`src/rtl/srp_pkg.sv`:
```
package srp_pkg;

   typedef enum logic [1:0] {
      TSZ_ONE   = 2'b00,
      TSZ_EIGHT = 2'b01,
      TSZ_FULL  = 2'b10,
      TSZ_RSVD  = 2'b11
   } tsize_e;

   typedef struct packed {
      logic act;
      logic hit;
   } ctl_t;

endpackage

```
`src/rtl/srp_delay_line.sv`:
```
module srp_delay_line #(
   parameter int W     = 2,
   parameter int DEPTH = 4,
   parameter bit CLR   = 1'b1
) (
   input  logic                       clk,
   input  logic                       rst_n,
   input  logic [W-1:0]               d,
   output logic [DEPTH:1][W-1:0]      taps
);

   if (DEPTH < 2) begin : g_bad_depth
      initial $fatal(1, "srp_delay_line: DEPTH must be at least 2");
   end

   for (genvar i = 1; i <= DEPTH; i++) begin : g_stage
      logic [W-1:0] nxt;
      if (i == 1) begin : g_head
         assign nxt = d;
      end else begin : g_body
         assign nxt = taps[i-1];
      end

      if (CLR) begin : g_clr
         always_ff @(posedge clk or negedge rst_n) begin
            if (!rst_n) taps[i] <= '0;
            else        taps[i] <= nxt;
         end
      end else begin : g_noclr
         always_ff @(posedge clk) begin
            taps[i] <= nxt;
         end
      end
   end

endmodule

```
`src/rtl/srp_tap_mux.sv`:
```
module srp_tap_mux #(
   parameter int W     = 2,
   parameter int DEPTH = 4,
   parameter int SEL_W = 3
) (
   input  logic [DEPTH:1][W-1:0] taps,
   input  logic [SEL_W-1:0]      sel,
   output logic [W-1:0]          q
);

   if ((1 << SEL_W) <= DEPTH) begin : g_bad_sel
      initial $fatal(1, "srp_tap_mux: SEL_W too narrow for DEPTH");
   end

   always_comb begin
      q = '0;
      for (int i = 1; i <= DEPTH; i++) begin
         if (sel == SEL_W'(i)) q = taps[i];
      end
   end

endmodule

```
`src/rtl/srch_result_pipe.sv`:
```
module srch_result_pipe
   import srp_pkg::*;
#(
   parameter int ADDR_W      = 22,
   parameter int LAT_ONE     = 4,
   parameter int LAT_EIGHT   = 5,
   parameter int LAT_FULL    = 6,
   parameter int HLAT_W      = 3,
   parameter bit CLR_PAYLOAD = 1'b0
) (
   input  logic              clk,
   input  logic              rst_n,
   input  logic              cmd_vld,
   input  logic [ADDR_W-1:0] win_addr,
   input  logic              win_hit,
   input  logic [1:0]        cfg_tbl_size,
   input  logic [HLAT_W-1:0] cfg_hit_lat,
   input  logic              cfg_last_dev,
   output logic [ADDR_W-1:0] sram_addr,
   output logic              sram_ce_n,
   output logic              sram_ale_n,
   output logic              sram_we_n,
   output logic              res_valid,
   output logic              res_found,
   output logic              bus_drv_en
);

   localparam int MAX_HL    = (1 << HLAT_W) - 1;
   localparam int ADR_DEPTH = LAT_FULL - 1;
   localparam int CTL_DEPTH = LAT_FULL - 1 + MAX_HL;
   localparam int SEL_W     = $clog2(CTL_DEPTH + 2);
   localparam int CTL_W     = $bits(ctl_t);

   if (LAT_ONE < 3 || LAT_EIGHT < LAT_ONE || LAT_FULL < LAT_EIGHT) begin : g_bad_lat
      initial $fatal(1, "srch_result_pipe: latencies must be >= 3 and non-decreasing");
   end
   if (ADDR_W < 1 || HLAT_W < 1) begin : g_bad_w
      initial $fatal(1, "srch_result_pipe: widths must be positive");
   end

   // command entry
   ctl_t ctl_in;
   assign ctl_in.act = cmd_vld;
   assign ctl_in.hit = cmd_vld & win_hit;

   // tap selection from configuration
   logic [SEL_W-1:0] base_tap;
   logic [SEL_W-1:0] stb_tap;

   always_comb begin
      case (tsize_e'(cfg_tbl_size))
         TSZ_ONE:   base_tap = SEL_W'(LAT_ONE - 1);
         TSZ_EIGHT: base_tap = SEL_W'(LAT_EIGHT - 1);
         default:   base_tap = SEL_W'(LAT_FULL - 1);
      endcase
   end
   assign stb_tap = base_tap + SEL_W'(cfg_hit_lat);

   // shared control line, deep enough for the longest strobe path
   logic [CTL_DEPTH:1][CTL_W-1:0] ctl_taps;
   srp_delay_line #(.W(CTL_W), .DEPTH(CTL_DEPTH), .CLR(1'b1)) i_ctl_line (
      .clk   (clk),
      .rst_n (rst_n),
      .d     (ctl_in),
      .taps  (ctl_taps)
   );

   // address line, only as deep as the longest base latency
   logic [ADR_DEPTH:1][ADDR_W-1:0] adr_taps;
   srp_delay_line #(.W(ADDR_W), .DEPTH(ADR_DEPTH), .CLR(CLR_PAYLOAD)) i_adr_line (
      .clk   (clk),
      .rst_n (rst_n),
      .d     (win_addr),
      .taps  (adr_taps)
   );

   logic [CTL_W-1:0]  base_ctl_raw;
   logic [CTL_W-1:0]  stb_ctl_raw;
   logic [ADDR_W-1:0] base_addr;
   ctl_t              base_ctl;
   ctl_t              stb_ctl;

   srp_tap_mux #(.W(CTL_W), .DEPTH(CTL_DEPTH), .SEL_W(SEL_W)) i_base_ctl_mux (
      .taps (ctl_taps),
      .sel  (base_tap),
      .q    (base_ctl_raw)
   );

   srp_tap_mux #(.W(CTL_W), .DEPTH(CTL_DEPTH), .SEL_W(SEL_W)) i_stb_ctl_mux (
      .taps (ctl_taps),
      .sel  (stb_tap),
      .q    (stb_ctl_raw)
   );

   srp_tap_mux #(.W(ADDR_W), .DEPTH(ADR_DEPTH), .SEL_W(SEL_W)) i_adr_mux (
      .taps (adr_taps),
      .sel  (base_tap),
      .q    (base_addr)
   );

   assign base_ctl = ctl_t'(base_ctl_raw);
   assign stb_ctl  = ctl_t'(stb_ctl_raw);

   // output stage
   logic              acc_act;
   logic [ADDR_W-1:0] acc_addr;
   logic              drv_q;
   logic              stb_v;
   logic              stb_f;

   always_ff @(posedge clk or negedge rst_n) begin
      if (!rst_n) begin
         acc_act  <= 1'b0;
         acc_addr <= '0;
         drv_q    <= 1'b0;
         stb_v    <= 1'b0;
         stb_f    <= 1'b0;
      end else begin
         acc_act  <= base_ctl.act;
         acc_addr <= base_ctl.act ? base_addr : '0;
         drv_q    <= base_ctl.act & (base_ctl.hit | cfg_last_dev);
         stb_v    <= stb_ctl.act;
         stb_f    <= stb_ctl.act & stb_ctl.hit;
      end
   end

   assign sram_addr  = acc_addr;
   assign sram_ce_n  = ~acc_act;
   assign sram_ale_n = ~acc_act;
   assign sram_we_n  = 1'b1;
   assign res_valid  = stb_v;
   assign res_found  = stb_f;
   assign bus_drv_en = drv_q;

   // checking state: independent history of issued commands
   logic [CTL_DEPTH+1:1] chk_cmd;
   logic [CTL_DEPTH+1:1] chk_hit;
   int                   chk_base;
   int                   chk_stb;

   always_ff @(posedge clk or negedge rst_n) begin
      if (!rst_n) begin
         chk_cmd <= '0;
         chk_hit <= '0;
      end else begin
         chk_cmd <= {chk_cmd[CTL_DEPTH:1], cmd_vld};
         chk_hit <= {chk_hit[CTL_DEPTH:1], cmd_vld & win_hit};
      end
   end

   always_comb begin
      case (cfg_tbl_size)
         2'b00:   chk_base = LAT_ONE;
         2'b01:   chk_base = LAT_EIGHT;
         default: chk_base = LAT_FULL;
      endcase
      chk_stb = chk_base + int'(cfg_hit_lat);
   end

   AST_ACCESS_LATENCY: assert property (@(posedge clk) disable iff (!rst_n)
      (!sram_ce_n) == chk_cmd[chk_base]);

   AST_STROBE_LATENCY: assert property (@(posedge clk) disable iff (!rst_n)
      res_valid == chk_cmd[chk_stb]);

   AST_FOUND_NEEDS_VALID: assert property (@(posedge clk) disable iff (!rst_n)
      res_found |-> res_valid);

   AST_FOUND_MATCHES_HIT: assert property (@(posedge clk) disable iff (!rst_n)
      res_valid |-> (res_found == chk_hit[chk_stb]));

   AST_IDLE_ADDR_ZERO: assert property (@(posedge clk) disable iff (!rst_n)
      sram_ce_n |-> (sram_addr == '0));

   AST_LATCH_WITH_CE: assert property (@(posedge clk) disable iff (!rst_n)
      sram_ale_n == sram_ce_n);

   AST_DRIVE_IN_ACCESS: assert property (@(posedge clk) disable iff (!rst_n)
      bus_drv_en |-> !sram_ce_n);

endmodule

```
`config.mk`:
```
export PLATFORM = sky130hd
export DESIGN_NAME = srch_result_pipe
export DESIGN_NICKNAME = d
export VERILOG_FILES = /design/src/rtl/srp_pkg.sv /design/src/rtl/srp_delay_line.sv /design/src/rtl/srp_tap_mux.sv /design/src/rtl/srch_result_pipe.sv
export SDC_FILE = /design/constraint.sdc
export NUM_CORES = 1
export LEC_CHECK = 0
export ABC_AREA = 1
export BUFFER_PORTS_ARGS = -buffer_cell sky130_fd_sc_hd__buf_2
export CORE_MARGIN = 5
export CORE_UTILIZATION = 50
export CTS_CLUSTER_SIZE = 10
export DETAILED_ROUTE_END_ITERATION = 10
export PLACE_DENSITY = 0.71
export SLEW_MARGIN = 20
export SYNTH_ARGS = -nofsm -noshare
export SYNTH_HDL_FRONTEND = slang
export SYNTH_SLANG_ARGS = --single-unit
```
`constraint.sdc`:
```
create_clock -name clk -period 2.6 [get_ports clk]
set_input_delay 0.13 -clock clk [delete_from_list [all_inputs] [get_ports clk]]
set_output_delay 0.13 -clock clk [all_outputs]
set_load 0.01 [all_outputs]
```
# Word level (Yosys, flattened, before mapping)
# Index checks and enable logic that the tools add are counted.
# totals
register_bits	160
in_bits	32
out_inout_bits	28
elab_cells	85
# op_classes
addsub	1
n_eq_ne	25
mux	31
bitwise_logic	5
n_reduce_logical	1
# op_table
cell	n
2-to-1 mux 22 bit	6
2-to-1 mux 2 bit	24
equality test 3 x 4 -> 1 bit, second input constant	5
equality test 4 bit, second input constant	5
equality test 4 x 3 -> 1 bit, second input constant	4
equality test 3 bit, second input constant	4
equality test 4 x 2 -> 1 bit, second input constant	2
equality test 3 x 2 -> 1 bit, second input constant	2
case mux 3 bit (2 select lines)	1
adder 4 x 3 -> 4 bit	1
equality test 4 x 1 -> 1 bit, second input constant	1
AND 1 bit	3
equality test 3 x 1 -> 1 bit, second input constant	1
equality test 2 x 1 -> 1 bit, second input constant	1
zero test 2 bit	1
inverter 1 bit	1
bitwise OR 1 bit	1

# Longest topological paths before layout
# depth
depth_word	17
ltp_mapped	18
ltp_nobuf	17

# Modules after synthesis
# A second synthesis with hierarchy kept.
# hier_totals
hier_cells	576
area_unflattened_um2	5370.2
# modules_own_cells
mod	n_inst	cells_each	area_per_inst_um2	seq_area_each_um2
srp_delay_line at i_adr_line	1	110	2202.1	2202.1
srch_result_pipe	1	98	997.2	650.6
srp_tap_mux at i_adr_mux	1	222	977.2	0.0
srp_delay_line at i_ctl_line	1	24	600.6	600.6
srp_tap_mux at i_base_ctl_mux ...	2	61	296.5	0.0

# Least setup slack after synthesis
# OpenSTA, ideal clock, no wires.
# synth_path
kind	input-to-reg
startpoint	input cfg_tbl_size[1]
endpoint	register stb_f, in the netlist res_found
setup_time_ns	0.121
t_arrival_ns	2.146
required_ns	2.479
path_slack_ns	0.333
stages	16
n_path_buf	1
path_cell_list	inv_1 nand2_1 buf_1 ha_1 fa_1 inv_1 nand2_1 nand2_4 inv_2 nor2_2 nand3_1 or2_0 nand2_1 nand3_1 nor2_1 a21oi_1
# synth_via
elab_chain_cells	17
word_cells_on_any_way	29
cone_classes	add/sub (1); eq/ne (13); mux (13); bitwise (1); reduce/logical (1)
# synth_rtl
element	line_no	text
from (decl)	srch_result_pipe.sv:16	input logic [1:0] cfg_tbl_size,
equality test 2 x 1 -> 1 bit / zero test 2 bit (equally long branches)	n/a	
case mux 3 bit (2 select lines) (*)	srch_result_pipe.sv:51	case (tsize_e'(cfg_tbl_size))
adder 4 x 3 -> 4 bit (*)	srch_result_pipe.sv:57	assign stb_tap = base_tap + SEL_W'(cfg_hit_lat);
equality test 4 x 1 -> 1 bit	srp_tap_mux.sv:18	if (sel == SEL_W'(i)) q = taps[i];
2-to-1 mux 2 bit (11 in series)	srp_tap_mux.sv:18	
2-to-1 mux 2 bit (*)	srp_tap_mux.sv:18	
AND 1 bit (*)	srch_result_pipe.sv:123	stb_f <= stb_ctl.act & stb_ctl.hit;
to (signal assigned)	srch_result_pipe.sv:123	
to (decl)	srch_result_pipe.sv:109	logic stb_f;
# Mark *: on every way between the ends. The rest lies on a longest branch, timed or not.

==> metrics <==
port buffer count=58; CP delay by family, top=buffers and inverters; Synth top area share=50.75%; Buf/Inv on CP=3; leak pwr=2.595 nW; FMAX=521.2 MHz; CP Class=flop to flop; Worst IR Drop VDD=0.6412 mV; Die Ht=103.2 um; setup_tns=0 ns; Comb power frac=6.4%; Worst path max stage delay=0.55 ns; switching power=1.234 mW; yosys warns=0; Clock Tree Root=clkbuf_8; gr ovfl total=0; Die X=103.2 um; number of buffers created by CTS=17; core area=0.008593 mm2; post-synthesis instance total=334; CTS tree=yes; CP startpoint kind=flop; largest net degree at the start of global routing=51; # IOs=60; Min-Delay Path Class=primary input to flop; CP endpoint kind=flop; number of global-route vias before repair=2737; Initial DRT Pass Iterations=4; GRT Total Usage=16.45%; post-synthesis register bit count=160; Layout area overhead=28.34%; Post-CTS Setup Bufs=0; FP Rows=34; crit-path max FO=10; vias post-DR=2628; share of layout cells above drive strength 1=22.97%; CP max stage cell=dlygate4sd3_1; Post-Route Skew=0.01113 ns; drt via density=4.761; Total Nets Final=467; die area=0.01064 mm2; ant diodes=0; Detailed Route WL=7543 um; Crit path arrival time=2.31 ns; wire per inst=13.66 um; RePlAce Congestion=0.9155; crit path time final=1.919 ns; latest clock arrival within the worst-skew pair=0.51 ns; Mapped Area=0.004339 mm2; Pwr Density=941.9 mW/mm2; most area-consuming cells after synthesis=dfxtp_1, dfrtp_1, o22ai_1, nor2_1, nor3_1; Slew headroom=58.13%; critical path cell sequence=nand2_1 -> nand2_1 -> a21oi_2 -> inv_1 -> o21ai_0 -> dlygate4sd3_1 -> inv_1; most frequent cells in the layout=dfxtp_1, buf_2, dfrtp_1; Final Cycle Share=73.80%; fill count=644; syn nets=370; Worst-path clk slew=0.06 ns; CTS max path bufs=2; worst r2r path cells=7; Synth cell types=29; status=complete, no violations; CP required=3.00 ns; Internal Pwr Total=4.011 mW; Worst Hold Path Cells=5; Synth Area per Inst=12.99 um2; Placement Cell Area=0.004737 mm2; initial antenna violation count=0; first-pass GRT wire length=13050 um; Yosys top cell by area=dfxtp_1; # setup viols final=0; switching share of power=23.53%; CTS Sinks=160; most common cell after layout, fill and taps aside=dfxtp_1; share of power burned in registers=50.8%; Worst-Margin Slew=0.6281 ns; H-tree Lvls=4; Starting DRT DRC Count=88; post-DP HPWL=4667 um; antenna viol nets, final=0; # DRC=0; sequential area share after synthesis=79.58%; Design Area, Final=0.005569 mm2; Starting Density=50.50%; clock share of power=42.7%; Final Hold Vio Count=0; Final Slew Violations=0; RSZ-0062 raised after global routing=false; Max Cap Viol=0; stages on the worst setup path=7
## worst min-delay path, delay by kind of cell
family | cells | cell delay (ns)
buf+inv | 2 | 0.19
simple gates | 2 | 0.15
compound gates | 1 | 0.11
## metrics by stage
stage	instances	utilization, %	worst slack, ns	power, mW	hold WS [ns]
floorplan	334	-	0.3327	2.888	-0.1656
finish	552	64.81	0.6812	5.245	0.1161
CTS	552	64.78	0.6647	5.308	0.08143
global placement	493	55.13	0.4272	3.008	0.2317
detailed placement	493	55.13	0.3046	3.024	0.2336
global route	552	64.81	0.5691	5.486	0.1103
## layout make-up
class / instances / area [um2] / share of cell area [%]
timing repair buffer: 89 / 593.1 / 10.65
clock buffer: 18 / 439.2 / 7.886
clock inverter: 14 / 120.1 / 2.157
inverter: 21 / 78.83 / 1.415
tap: 108 / 135.1 / 2.426
sequential: 160 / 3453 / 62.01
multi-input combinational: 142 / 749.5 / 13.46
## power groups by stage
| stage | Clock, mW | Combinational (mW) | Sequential, mW |
|---|---|---|---|
| after global routing | 2.42 | 0.379 | 2.68 |
| after detailed placement | 0 | 0.304 | 2.72 |
| after floorplan | 0 | 0.163 | 2.73 |
| final | 2.24 | 0.337 | 2.67 |
| after CTS | 2.30 | 0.337 | 2.67 |
| after global placement | 0 | 0.295 | 2.71 |
## state kept, by name, indices dropped and copies added (netlist names)
signal                  flops
i_adr_line.g_stage.nxt     88
acc_act                     1
i_ctl_line.taps             2
i_adr_line.taps            22
sram_addr                  22
res_valid                   1
i_ctl_line.g_stage.nxt     22
res_found                   1
bus_drv_en                  1
## synthesized netlist by cell type (all sizes together)
library cell / instances
conb: 1
fa: 1
or2: 2
buf: 9
nor2: 35
o21ai: 2
dfrtp: 50
nand2: 26
o2111ai: 1
o22ai: 22
a22o: 1
nand3: 7
nor3: 24
ha: 3
dfxtp: 110
o31ai: 1
a21oi: 4
inv: 21
nand4: 12
clkbuf: 2
## kinds of logic after synthesis
family,after synthesis,share of synthesized area (%)
flip-flops,160,79.58
AND/OR/NAND/NOR,106,11.33
buffers and inverters,32,3.230
AO/OA/AOI/OAI,31,4.441
adder cells (fa/ha/maj),4,1.327
other,1,0.08642
## path summary, 6_finish.rpt
path / from / slack [ns] / to
min in group asynchronous: rst_n / 0.18 / sram_addr[12]
max: i_ctl_line.g_stage[6].nxt[1] / 0.68 / bus_drv_en
min: cfg_tbl_size[0] / 0.12 / acc_act
max in group asynchronous: rst_n / 1.99 / i_ctl_line.g_stage[7].nxt[1]
max reg2reg: i_ctl_line.g_stage[6].nxt[1] / 0.68 / bus_drv_en
min reg2reg: i_adr_line.g_stage[2].nxt[4] / 0.32 / i_adr_line.g_stage[3].nxt[4]
## timing repair
action,4_1_cts,5_1_grt
endpoints found under the hold margin,75,0
hold buffers,27,0
gates resized for setup,0,0
## layer usage
layer | routed length, um | share of wire, % | GRT usage, % | vias to the layer above
li1 | - | - | - | 1309
met1 | 3254 | 43 | 19.97 | 1245
met2 | 3784 | 50 | 26.25 | 56
met3 | 325 | 4.3 | 5.954 | 18
met4 | 179 | 2.4 | 7.570 | 0
met5 | 0 | 0 | 0 | -
Note: power is estimated with default switching activity, not from simulation.
